$ cat src/rtl/boot_guard_pkg.sv
package boot_guard_pkg;
  typedef enum logic [3:0] {
    BG_LOCK, BG_FUSE, BG_SCRUB, BG_SWAIT, BG_HASH,
    BG_HWAIT, BG_RUN, BG_FAILED, BG_LOCKDOWN
  } bg_state_e;

  typedef enum logic [1:0] {SC_IDLE, SC_WR, SC_RD, SC_TAIL} scrub_ph_e;

  localparam int STB_REG_ERR  = 0;
  localparam int STB_HASH_ERR = 1;
  localparam int STB_LOCKDN   = 2;
  localparam int STB_RELEASED = 3;
endpackage

$ cat src/rtl/bg_reg_scrub.sv
module bg_reg_scrub
  import boot_guard_pkg::*;
#(
  parameter int NREGS = 16,
  parameter int REG_W = 32
) (
  input  logic                     clk,
  input  logic                     rst_n,
  input  logic                     start,
  output logic                     reg_clr,
  output logic                     reg_rd,
  output logic [$clog2(NREGS)-1:0] reg_addr,
  input  logic [REG_W-1:0]         reg_rdata,
  output logic                     done,
  output logic                     fail
);
  localparam int AW = $clog2(NREGS);
  localparam logic [AW-1:0] LAST = AW'(NREGS - 1);

  scrub_ph_e     ph_q, ph_d;
  logic [AW-1:0] idx_q, idx_d;
  logic          chk_q, chk_d;
  logic          fail_q, fail_d;
  logic          done_q, done_d;

  always_comb begin
    ph_d    = ph_q;
    idx_d   = idx_q;
    chk_d   = 1'b0;
    done_d  = 1'b0;
    fail_d  = fail_q;
    reg_clr = 1'b0;
    reg_rd  = 1'b0;
    // read data of the previous cycle's reg_rd is checked here
    if (chk_q && (reg_rdata != '0)) fail_d = 1'b1;
    unique case (ph_q)
      SC_IDLE: if (start) begin
        ph_d   = SC_WR;
        idx_d  = '0;
        fail_d = 1'b0;
      end
      SC_WR: begin
        reg_clr = 1'b1;
        if (idx_q == LAST) begin
          idx_d = '0;
          ph_d  = SC_RD;
        end else idx_d = idx_q + 1'b1;
      end
      SC_RD: begin
        reg_rd = 1'b1;
        chk_d  = 1'b1;
        if (idx_q == LAST) ph_d = SC_TAIL;
        else idx_d = idx_q + 1'b1;
      end
      SC_TAIL: begin
        done_d = 1'b1;
        ph_d   = SC_IDLE;
      end
      default: ph_d = SC_IDLE;
    endcase
  end

  always_ff @(posedge clk or negedge rst_n) begin
    if (!rst_n) begin
      ph_q   <= SC_IDLE;
      idx_q  <= '0;
      chk_q  <= 1'b0;
      fail_q <= 1'b0;
      done_q <= 1'b0;
    end else begin
      ph_q   <= ph_d;
      idx_q  <= idx_d;
      chk_q  <= chk_d;
      fail_q <= fail_d;
      done_q <= done_d;
    end
  end

  assign reg_addr = idx_q;
  assign done     = done_q;
  assign fail     = fail_q;

  // a clear pass never overlaps a verify pass
  a_r2_clear_then_read: assert property (@(posedge clk) disable iff (!rst_n)
    reg_rd |=> !reg_clr);
endmodule

$ cat src/rtl/bg_rom_feed.sv
module bg_rom_feed #(
  parameter int ROM_WORDS = 64,
  parameter int WORD_W    = 32
) (
  input  logic                         clk,
  input  logic                         rst_n,
  input  logic                         start,
  output logic                         rom_req,
  output logic [$clog2(ROM_WORDS)-1:0] rom_addr,
  input  logic                         rom_vld,
  input  logic [WORD_W-1:0]            rom_data,
  output logic                         hash_start,
  output logic                         hash_wr,
  output logic [WORD_W-1:0]            hash_data,
  output logic                         hash_last
);
  localparam int AW = $clog2(ROM_WORDS);
  localparam logic [AW-1:0] LAST = AW'(ROM_WORDS - 1);

  logic          busy_q, busy_d;
  logic [AW-1:0] idx_q, idx_d;

  assign hash_start = start & ~busy_q;
  assign rom_req    = busy_q;
  assign rom_addr   = idx_q;
  assign hash_wr    = busy_q & rom_vld;
  assign hash_data  = rom_data;
  assign hash_last  = hash_wr & (idx_q == LAST);

  always_comb begin
    busy_d = busy_q;
    idx_d  = idx_q;
    if (hash_start) begin
      busy_d = 1'b1;
      idx_d  = '0;
    end else if (hash_wr) begin
      if (idx_q == LAST) busy_d = 1'b0;
      else idx_d = idx_q + 1'b1;
    end
  end

  always_ff @(posedge clk or negedge rst_n) begin
    if (!rst_n) begin
      busy_q <= 1'b0;
      idx_q  <= '0;
    end else begin
      busy_q <= busy_d;
      idx_q  <= idx_d;
    end
  end

  // once the final word is sent, no further word follows it
  a_r3_stream_ends: assert property (@(posedge clk) disable iff (!rst_n)
    hash_last |=> !hash_wr);
endmodule

$ cat src/rtl/bg_digest_cmp.sv
module bg_digest_cmp #(
  parameter int DIG_W = 384
) (
  input  logic             clk,
  input  logic             rst_n,
  input  logic             clear,
  input  logic             hash_done,
  input  logic [DIG_W-1:0] hash_digest,
  input  logic [DIG_W-1:0] golden,
  output logic             res_valid,
  output logic             res_equal
);
  logic [DIG_W-1:0] dig_q;
  logic             cap_en;
  logic             have_q, have_d;
  logic             rv_q, rv_d;
  logic             eq_q, eq_d;
  logic [DIG_W-1:0] diff;

  assign diff   = dig_q ^ golden;
  assign cap_en = hash_done & ~have_q & ~clear;

  always_comb begin
    have_d = have_q;
    rv_d   = rv_q;
    eq_d   = eq_q;
    if (clear) begin
      have_d = 1'b0;
      rv_d   = 1'b0;
      eq_d   = 1'b0;
    end else if (cap_en) begin
      have_d = 1'b1;
    end else if (have_q && !rv_q) begin
      // verdict taken over every bit at once
      rv_d = 1'b1;
      eq_d = ~|diff;
    end
  end

  always_ff @(posedge clk or negedge rst_n) begin
    if (!rst_n) begin
      have_q <= 1'b0;
      rv_q   <= 1'b0;
      eq_q   <= 1'b0;
    end else begin
      have_q <= have_d;
      rv_q   <= rv_d;
      eq_q   <= eq_d;
    end
  end

  always_ff @(posedge clk or negedge rst_n) begin
    if (!rst_n) dig_q <= '0;
    else if (cap_en) dig_q <= hash_digest;
  end

  assign res_valid = rv_q;
  assign res_equal = eq_q;

  // a verdict, once given, holds until the next clear
  a_r4_verdict_stable: assert property (@(posedge clk) disable iff (!rst_n)
    (res_valid && !clear) |=> $stable(res_equal));
endmodule

$ cat src/rtl/boot_guard_seq.sv
module boot_guard_seq
  import boot_guard_pkg::*;
#(
  parameter int ROM_WORDS = 64,
  parameter int WORD_W    = 32,
  parameter int NREGS     = 16,
  parameter int REG_W     = 32,
  parameter int DIG_W     = 384
) (
  input  logic                         clk,
  input  logic                         rst_n,
  output logic                         dbg_lock,
  output logic                         proc_rst_hold,
  output logic                         fuse_req,
  input  logic                         fuse_vld,
  input  logic                         fuse_halt,
  output logic                         reg_clr,
  output logic                         reg_rd,
  output logic [$clog2(NREGS)-1:0]     reg_addr,
  input  logic [REG_W-1:0]             reg_rdata,
  output logic                         rom_req,
  output logic [$clog2(ROM_WORDS)-1:0] rom_addr,
  input  logic                         rom_vld,
  input  logic [WORD_W-1:0]            rom_data,
  output logic                         hash_start,
  output logic                         hash_wr,
  output logic [WORD_W-1:0]            hash_data,
  output logic                         hash_last,
  input  logic                         hash_done,
  input  logic [DIG_W-1:0]             hash_digest,
  input  logic [DIG_W-1:0]             golden_digest,
  output logic                         boot_done,
  output logic [3:0]                   boot_status
);
  logic [1:0] sync_q;
  logic       rst_int_n;

  always_ff @(posedge clk or negedge rst_n) begin
    if (!rst_n) sync_q <= 2'b00;
    else sync_q <= {sync_q[0], 1'b1};
  end
  assign rst_int_n = sync_q[1];

  bg_state_e  st_q, st_d;
  logic       halt_q, halt_en;
  logic [1:0] err_q, err_d;
  logic       scrub_done, scrub_fail, cmp_valid, cmp_eq;
  logic       scrub_start, feed_start, released, lockdn;

  assign scrub_start = (st_q == BG_SCRUB);
  assign feed_start  = (st_q == BG_HASH);

  bg_reg_scrub #(.NREGS(NREGS), .REG_W(REG_W)) u_scrub (
    .clk(clk), .rst_n(rst_int_n), .start(scrub_start),
    .reg_clr(reg_clr), .reg_rd(reg_rd), .reg_addr(reg_addr),
    .reg_rdata(reg_rdata), .done(scrub_done), .fail(scrub_fail)
  );

  bg_rom_feed #(.ROM_WORDS(ROM_WORDS), .WORD_W(WORD_W)) u_feed (
    .clk(clk), .rst_n(rst_int_n), .start(feed_start),
    .rom_req(rom_req), .rom_addr(rom_addr), .rom_vld(rom_vld),
    .rom_data(rom_data), .hash_start(hash_start), .hash_wr(hash_wr),
    .hash_data(hash_data), .hash_last(hash_last)
  );

  bg_digest_cmp #(.DIG_W(DIG_W)) u_cmp (
    .clk(clk), .rst_n(rst_int_n), .clear(feed_start),
    .hash_done(hash_done), .hash_digest(hash_digest),
    .golden(golden_digest), .res_valid(cmp_valid), .res_equal(cmp_eq)
  );

  always_comb begin
    st_d    = st_q;
    halt_en = 1'b0;
    err_d   = err_q;
    unique case (st_q)
      BG_LOCK:  st_d = BG_FUSE;
      BG_FUSE:  if (fuse_vld) begin
        halt_en = 1'b1;
        st_d    = BG_SCRUB;
      end
      BG_SCRUB: st_d = BG_SWAIT;
      BG_SWAIT: if (scrub_done) begin
        if (scrub_fail) begin
          err_d[STB_REG_ERR] = 1'b1;
          st_d = halt_q ? BG_LOCKDOWN : BG_HASH;
        end else st_d = BG_HASH;
      end
      BG_HASH:  st_d = BG_HWAIT;
      BG_HWAIT: if (cmp_valid) begin
        if (cmp_eq) st_d = BG_RUN;
        else begin
          err_d[STB_HASH_ERR] = 1'b1;
          st_d = halt_q ? BG_LOCKDOWN : BG_FAILED;
        end
      end
      BG_RUN, BG_FAILED, BG_LOCKDOWN: st_d = st_q;
      default: st_d = BG_LOCKDOWN;
    endcase
  end

  always_ff @(posedge clk or negedge rst_int_n) begin
    if (!rst_int_n) begin
      st_q  <= BG_LOCK;
      err_q <= 2'b00;
    end else begin
      st_q  <= st_d;
      err_q <= err_d;
    end
  end

  always_ff @(posedge clk or negedge rst_int_n) begin
    if (!rst_int_n) halt_q <= 1'b0;
    else if (halt_en) halt_q <= fuse_halt;
  end

  assign released      = (st_q == BG_RUN);
  assign lockdn        = (st_q == BG_LOCKDOWN);
  assign dbg_lock      = ~released;
  assign proc_rst_hold = ~released;
  assign fuse_req      = (st_q == BG_FUSE);
  assign boot_done     = released | lockdn | (st_q == BG_FAILED);
  assign boot_status   = {released, lockdn, err_q};

  // no request of any kind while the debug lock is open
  a_r1_locked_while_active: assert property (@(posedge clk) disable iff (!rst_int_n)
    (reg_clr || reg_rd || rom_req || fuse_req || hash_wr) |-> (dbg_lock && proc_rst_hold));

  // release follows only from an equal verdict
  a_r4_release_on_match: assert property (@(posedge clk) disable iff (!rst_int_n)
    (st_q == BG_RUN && $past(st_q) != BG_RUN) |-> $past(cmp_valid && cmp_eq));

  // lockdown is terminal
  a_r7_lockdown_terminal: assert property (@(posedge clk) disable iff (!rst_int_n)
    (st_q == BG_LOCKDOWN) |=> (st_q == BG_LOCKDOWN && proc_rst_hold && dbg_lock));

  // logged error bits never clear before reset
  a_r5_err_sticky: assert property (@(posedge clk) disable iff (!rst_int_n)
    (|err_q) |=> ((err_q & $past(err_q)) == $past(err_q)));

  // a register error under the halt fuse never starts hashing
  a_r6_no_hash_in_lockdown: assert property (@(posedge clk) disable iff (!rst_int_n)
    lockdn |-> !hash_start);
endmodule

$ cat config.mk
export PLATFORM = sky130hd
export DESIGN_NAME = boot_guard_seq
export DESIGN_NICKNAME = d
export VERILOG_FILES = /design/src/rtl/boot_guard_pkg.sv /design/src/rtl/bg_reg_scrub.sv /design/src/rtl/bg_rom_feed.sv /design/src/rtl/bg_digest_cmp.sv /design/src/rtl/boot_guard_seq.sv
export SDC_FILE = /design/constraint.sdc
export NUM_CORES = 1
export LEC_CHECK = 0
export BUFFER_PORTS_ARGS = -buffer_cell sky130_fd_sc_hd__buf_4
export CAP_MARGIN = 20
export CORE_AREA = 4 4 344 346
export DETAILED_ROUTE_END_ITERATION = 7
export DIE_AREA = 0 0 348 350
export SLEW_MARGIN = 20
export SYNTH_ARGS = -nofsm -noshare
export SYNTH_HDL_FRONTEND = slang
export SYNTH_SLANG_ARGS = --single-unit
$ cat constraint.sdc
create_clock -name clk -period 14 [get_ports clk]
set_clock_uncertainty 0.2 [all_clocks]
set_input_delay 4.2 -clock clk [delete_from_list [all_inputs] [get_ports clk]]
set_output_delay 4.2 -clock clk [all_outputs]
set_load 0.01 [all_outputs]
Word-level counts from Yosys, hierarchy flattened

Cells that the tools add are included.

Flip-flop bits (word level): 412
Input bits: 838
Output and inout bits: 56
Word-level logic and storage cells: 114

Add/subtract/negate cells: 2
Equality and inequality tests: 22
Multiplexer cells: 38
Bitwise gates (word level): 14
Reductions and logical operators: 22

Operator list:

| cell                | number |
|---|---|
| $reduce_or 384->1   | 1 |
| $xor 384x384->384   | 1 |
| $mux 4              | 10 |
| $reduce_bool 32->1  | 1 |
| $pmux 4 s7          | 1 |
| $mux 1              | 19 |
| $mux 6              | 3 |
| $eq 4x3->1 const B  | 4 |
| $ne 2x1->1 const B  | 6 |
| $pmux 4 s3          | 1 |
| $reduce_and 3->1    | 4 |
| $eq 4x2->1 const B  | 2 |
| $eq 4x4->1 const B  | 2 |
| $pmux 2 s4          | 1 |
| $reduce_bool 2->1   | 4 |
| $add 6x1->6 const B | 1 |
| $eq 6x6->1 const B  | 1 |
| $mux 2              | 3 |
| $ne 2x2->1 const B  | 3 |
| $not 1->1           | 6 |
| $reduce_and 2->1    | 3 |
| $and 1x1->1         | 5 |
| $add 4x1->4 const B | 1 |
| $eq 2x2->1 const B  | 2 |
| other kinds (10)    | 13 |

Depth between registers and ports, before layout

Word-level depth: 6
Gate-level depth with buffers: 8
Mapped depth without buffers: 7

Hierarchy

Synthesis repeated with hierarchy kept, for this count alone.

Cell total of the unflattened synthesis: 1521
Area, all modules: 20289.5 um2

Modules (own cells, without submodules):

| module         | instances | cells an instance | area an instance (um2) | sequential area each (um2) |
|---|---|---|---|---|
| bg_digest_cmp  | 1         | 1334              | 18521.5                | 9684.3 |
| bg_rom_feed    | 1         | 71                | 631.9                  | 175.2 |
| boot_guard_seq | 1         | 60                | 600.6                  | 225.2 |
| bg_reg_scrub   | 1         | 56                | 535.5                  | 225.2 |

Worst setup path before layout

OpenSTA, ideal clock, no wires.

Path kind: input -> output
Start point: in rom_vld
End point: out hash_last
Arrival time: 4.473 ns
Required time: 9.600 ns
Setup slack: 5.127 ns
Stages on the path: 2
Path buffers: 0
Cells stage by stage: nand2_1 -> nor2_1

Longest elaborated chain between the ends: 2

RTL lines:

| item            | line                 | source |
|---|---|---|
| start, declared | boot_guard_seq.sv:23 | `input logic rom_vld,` |
| $and 1x1->1     | bg_rom_feed.sv:26    | `assign hash_wr = busy_q & rom_vld;` |
| $and 1x1->1     | bg_rom_feed.sv:28    | `assign hash_last = hash_wr & (idx_q == LAST);` |
| end, declared   | boot_guard_seq.sv:28 | `output logic hash_last,` |

Every way passes these cells.

Final worst setup path

Same ends and word-level chain as after synthesis.

==> Flow_metrics.wiki <==
{| class="wikitable"
! Metric !! Value
|-
| Final critical-path share of the clock period || 0.647
|-
| Synth cell count leaders || sky130_fd_sc_hd__dfrtp_1, sky130_fd_sc_hd__mux2_2, sky130_fd_sc_hd__xor2_1
|-
| Post-route setup TNS || 0 ps
|-
| Routed length per instance || approximately 21 um
|-
| Placement Rows || around 130
|-
| Total power || around 5100 uW
|-
| Pleak || 0.0134 uW
|-
| Instance count of the mapped netlist || between 1,500 and 2,000
|-
| Nets in the synthesized netlist || ~2,400
|-
| Global-route wire length before repair || 111,000 um
|-
| GP Congestion || around 0.84
|-
| Clk Latency, worst-skew pair || ~600 ps
|-
| Register bit total from synthesis || just over 400
|-
| Total number of nets in the final design || 3,177
|-
| Critical-path cell list || buf_4 -> nand2_1 -> nor2_1 -> buf_4
|-
| Clk network pwr share || 0.266
|-
| Required time reported for the critical path endpoint || 9600 ps
|-
| Dominant delay contributor by cell family on the critical path || simple AND/OR/NAND/NOR gates
|-
| Multi-input logic area || about 9300 um^2
|-
| Maximum single-stage delay on the critical path || around 160 ps
|-
| Max stage delay cell, worst path || sky130_fd_sc_hd__nor2_1
|-
| Vias in the first global route || roughly 16,000
|-
| Number of sinks on the clock net || between 400 and 500
|-
| Switching pwr || roughly 1600 uW
|-
| Hold path start || sync_q[0]
|-
| IO Port Bufs || 829
|-
| Boundary Pins || around 890
|-
| Asr flop ratio synth || 1.00
|-
| Final cell utilization of the core || 0.257
|-
| Avg Inst Size Synth || 13.3 um^2
|-
| Fill count || 12,300
|-
| Hold Path Cell Cnt || 0
|-
| Setup violators final || 0
|-
| Total internal power || between 3000 and 4000 uW
|-
| Max H-tree Level || 2
|-
| Clock buffers created by TritonCTS || 49
|-
| Max-slew violations || 0
|-
| Worst reg2reg path endpoint || u_cmp.dig_q[59]
|-
| Die Area || ~120,000 um^2
|-
| Cell count of the worst reg-to-reg path || 7
|-
| Number of buffers inserted by hold repair at cts || 0
|-
| Most Frequent Cell on Critical Path || sky130_fd_sc_hd__buf_4
|-
| Time the final worst path needs with I/O delays and setup || between 9000 and 10,000 ps
|-
| Cell with the most instances after synthesis || sky130_fd_sc_hd__dfrtp_1
|-
| Relative contribution of sequential cells to total power || 0.437
|-
| Post-DR vias/cell || 3.81
|-
| Combinational share of power || 0.297
|-
| Cell accounting for the most synthesized area || sky130_fd_sc_hd__dfrtp_1
|-
| Largest cells by area after synthesis || sky130_fd_sc_hd__dfrtp_1, sky130_fd_sc_hd__mux2_2, sky130_fd_sc_hd__xor2_1, sky130_fd_sc_hd__xnor2_1, sky130_fd_sc_hd__nor4_1
|-
| Slew at the pin with the worst max-slew slack || roughly 1100 ps
|-
| Worst setup path category || in2out
|-
| Combined area of all synthesized cells || between 20,000 and 25,000 um^2
|-
| Fmax || roughly 0.11 GHz
|-
| Reg-to-reg setup timing slack || a little under 10,000 ps
|-
| Global route overflow || 0
|-
| Die width || about 350 um
|-
| Origin of the critical flop-to-flop path || st_q[3]
|-
| CTS Root Buffer Type || sky130_fd_sc_hd__clkbuf_16
|-
| Hold Path Class || reg2reg
|-
| Drt first-iter violations || roughly 670
|-
| IR Drop Worst-Case VDD || slightly above 0.0001 V
|-
| Total via count after detailed routing || 14,900
|-
| Worst-case clock buffer depth || 3
|-
| DRC violations left || 0
|-
| Critical path arrival || between 4000 and 5000 ps
|-
| Clk slew on worst S/H paths || ~60 ps
|-
| PwrDens || between 150 and 200 nW/um^2
|-
| Total track usage || 0.127
|-
| Ys Warns || 0
|-
| TritonCTS clock tree || yes
|-
| Unrepaired setup endpoints after global routing || no
|-
| Detailed-route wire length || slightly above 80,000 um
|-
| Share of the synthesized area in the top cell type || 0.511
|-
| Register Area || 10,300 um^2
|-
| Worst Setup Start Kind || primary input
|-
| Initial antenna violation count || 23
|-
| Area of the core region || between 100,000 and 150,000 um^2
|-
| Number of antenna-violating nets in the routed design || 0
|-
| Switching share of power || 0.312
|-
| Outcome || finished, final reports clean
|-
| End point of the worst hold path || sync_q[1]
|-
| Overall die height || approximately 350 um
|-
| Fraction of layout instances using a drive strength above 1 || 0.547
|-
| Layout Area Growth over Synthesis || 47.2%
|-
| Worst setup EP type || output pin
|-
| Normalized max-slew margin || 0.267
|-
| Number of resized instances in the post-cts repair step || 0
|-
| Maximum number of pins on one net before global-route repair || 149
|-
| EDFF count, synth || 0
|-
| Drt first pass iters || 4
|-
| Number of buffers and inverters on the critical path || 2
|-
| Sum of net half-perimeters after detailed placement || approximately 67,000 um
|-
| Max-cap viol count || 0
|-
| Final Hold Fails || 0
|-
| Starting density of the core || 0.175
|-
| # Post-CTS Setup Buffers || 0
|-
| Maximum fanout along the worst path || 3
|-
| Distinct cell type count of the synthesized netlist || 47
|-
| Dominant register cell in the synthesized netlist || sky130_fd_sc_hd__dfrtp_1
|-
| Proportion of synthesized chip area in sequential cells || 0.511
|}
per-layer routing:
layer / wire length [um] / up-vias / GRT usage
li1: - / 6955 / -
met1: 33000 / 7255 / 0.154
met2: 39100 / 541 / 0.214
met3: 6570 / 130 / 0.0420
met4: 2540 / 8 / 0.0409
met5: 50 / - / 0
cells by family (layout without fill, tap and decap cells):
group,Yosys count,in the layout,share of synthesized area
DFF,412,412,0.511
xor gates and xnor gates,389,389,0.169
muxes,387,387,0.216
and+or+nand+nor,203,203,0.0609
buffers and inverters,89,945,0.0290
AOI/OAI and AO/OA,28,28,0.00912
adders and majority gates,7,7,0.00434
other,1,10,0.000186
per-stage QoR:
stage	instances	setup WS, ps	hold slack (ps)	area (um^2)
after global routing	3898	4900	173	29700
after floorplan	1516	1470	131	20200
after CTS	3896	4940	177	29700
after detailed placement	3805	4950	150	28000
final	3905	4940	165	29700
after global placement	3805	4950	136	27900
worst register-to-register path, cell delays in order, from the launching register on:
cell and delay (ps):
sky130_fd_sc_hd__dfrtp_1 550, sky130_fd_sc_hd__nand2b_1 240, sky130_fd_sc_hd__nor3_4 90, sky130_fd_sc_hd__nor3b_4 190, sky130_fd_sc_hd__buf_4 460, sky130_fd_sc_hd__buf_12 530, sky130_fd_sc_hd__buf_4 1270, sky130_fd_sc_hd__mux2_2 510
power by group through the flow:
stage	combinational (uW)	sequential, uW	clock, uW
floorplan	1040	2130	0
global placement	1500	2240	0
detailed placement	1540	2250	0
CTS	1550	2240	1410
global route	1680	2310	1460
finish	1510	2230	1360
state kept, by name, indices dropped and copies added (netlist names), 2 cells and up:
name	cells
u_scrub.ph_q	2
st_q	4
u_scrub.reg_addr	4
u_cmp.dig_q	384
u_feed.rom_addr	6
sync_q	2
err_q	2
final cells by class:
class                   count  area share
repair buffers            847       0.215
well taps                1524      0.0642
flip-flops and latches    412       0.347
clock inverters            16     0.00641
clock buffers              75      0.0511
diodes                      9    0.000759
inverters                   7    0.000885
multi-input cells        1015       0.314
layout by cell type (no fill, tap or decap), types with 6 or more instances in the layout:
master and n:
sky130_fd_sc_hd__clkinv_2 9, sky130_fd_sc_hd__mux2_1 31, sky130_fd_sc_hd__xnor2_1 69, sky130_fd_sc_hd__nor2_1 22, sky130_fd_sc_hd__nor3_1 7, sky130_fd_sc_hd__dfrtp_1 411, sky130_fd_sc_hd__nor4_1 89, sky130_fd_sc_hd__clkbuf_16 51
sky130_fd_sc_hd__mux2_2 355, sky130_fd_sc_hd__xor2_1 320, sky130_fd_sc_hd__clkbuf_8 15, sky130_fd_sc_hd__ha_1 7, sky130_fd_sc_hd__clkbuf_1 9, sky130_fd_sc_hd__inv_1 7, sky130_fd_sc_hd__nand2_1 9, sky130_fd_sc_hd__nor4_2 6
sky130_fd_sc_hd__diode_2 9, sky130_fd_sc_hd__buf_4 844, sky130_fd_sc_hd__nand3_1 7, sky130_fd_sc_hd__nand4_1 41
how the worst max path moves through the flow:
| stage | startpoint | slack, ps | cells after the start | end |
|---|---|---|---|---|
| after global placement | rom_vld | 4950 | 4 | hash_last |
| final | rom_vld | 4940 | 4 | hash_last |
| after global routing | rom_vld | 4900 | 4 | hash_last |
| after CTS | rom_vld | 4940 | 4 | hash_last |
| after floorplan | sync_q[1] | 1470 | 0 | err_q[0] |
| after detailed placement | rom_vld | 4950 | 4 | hash_last |
Power figures use the tool's default switching activity.
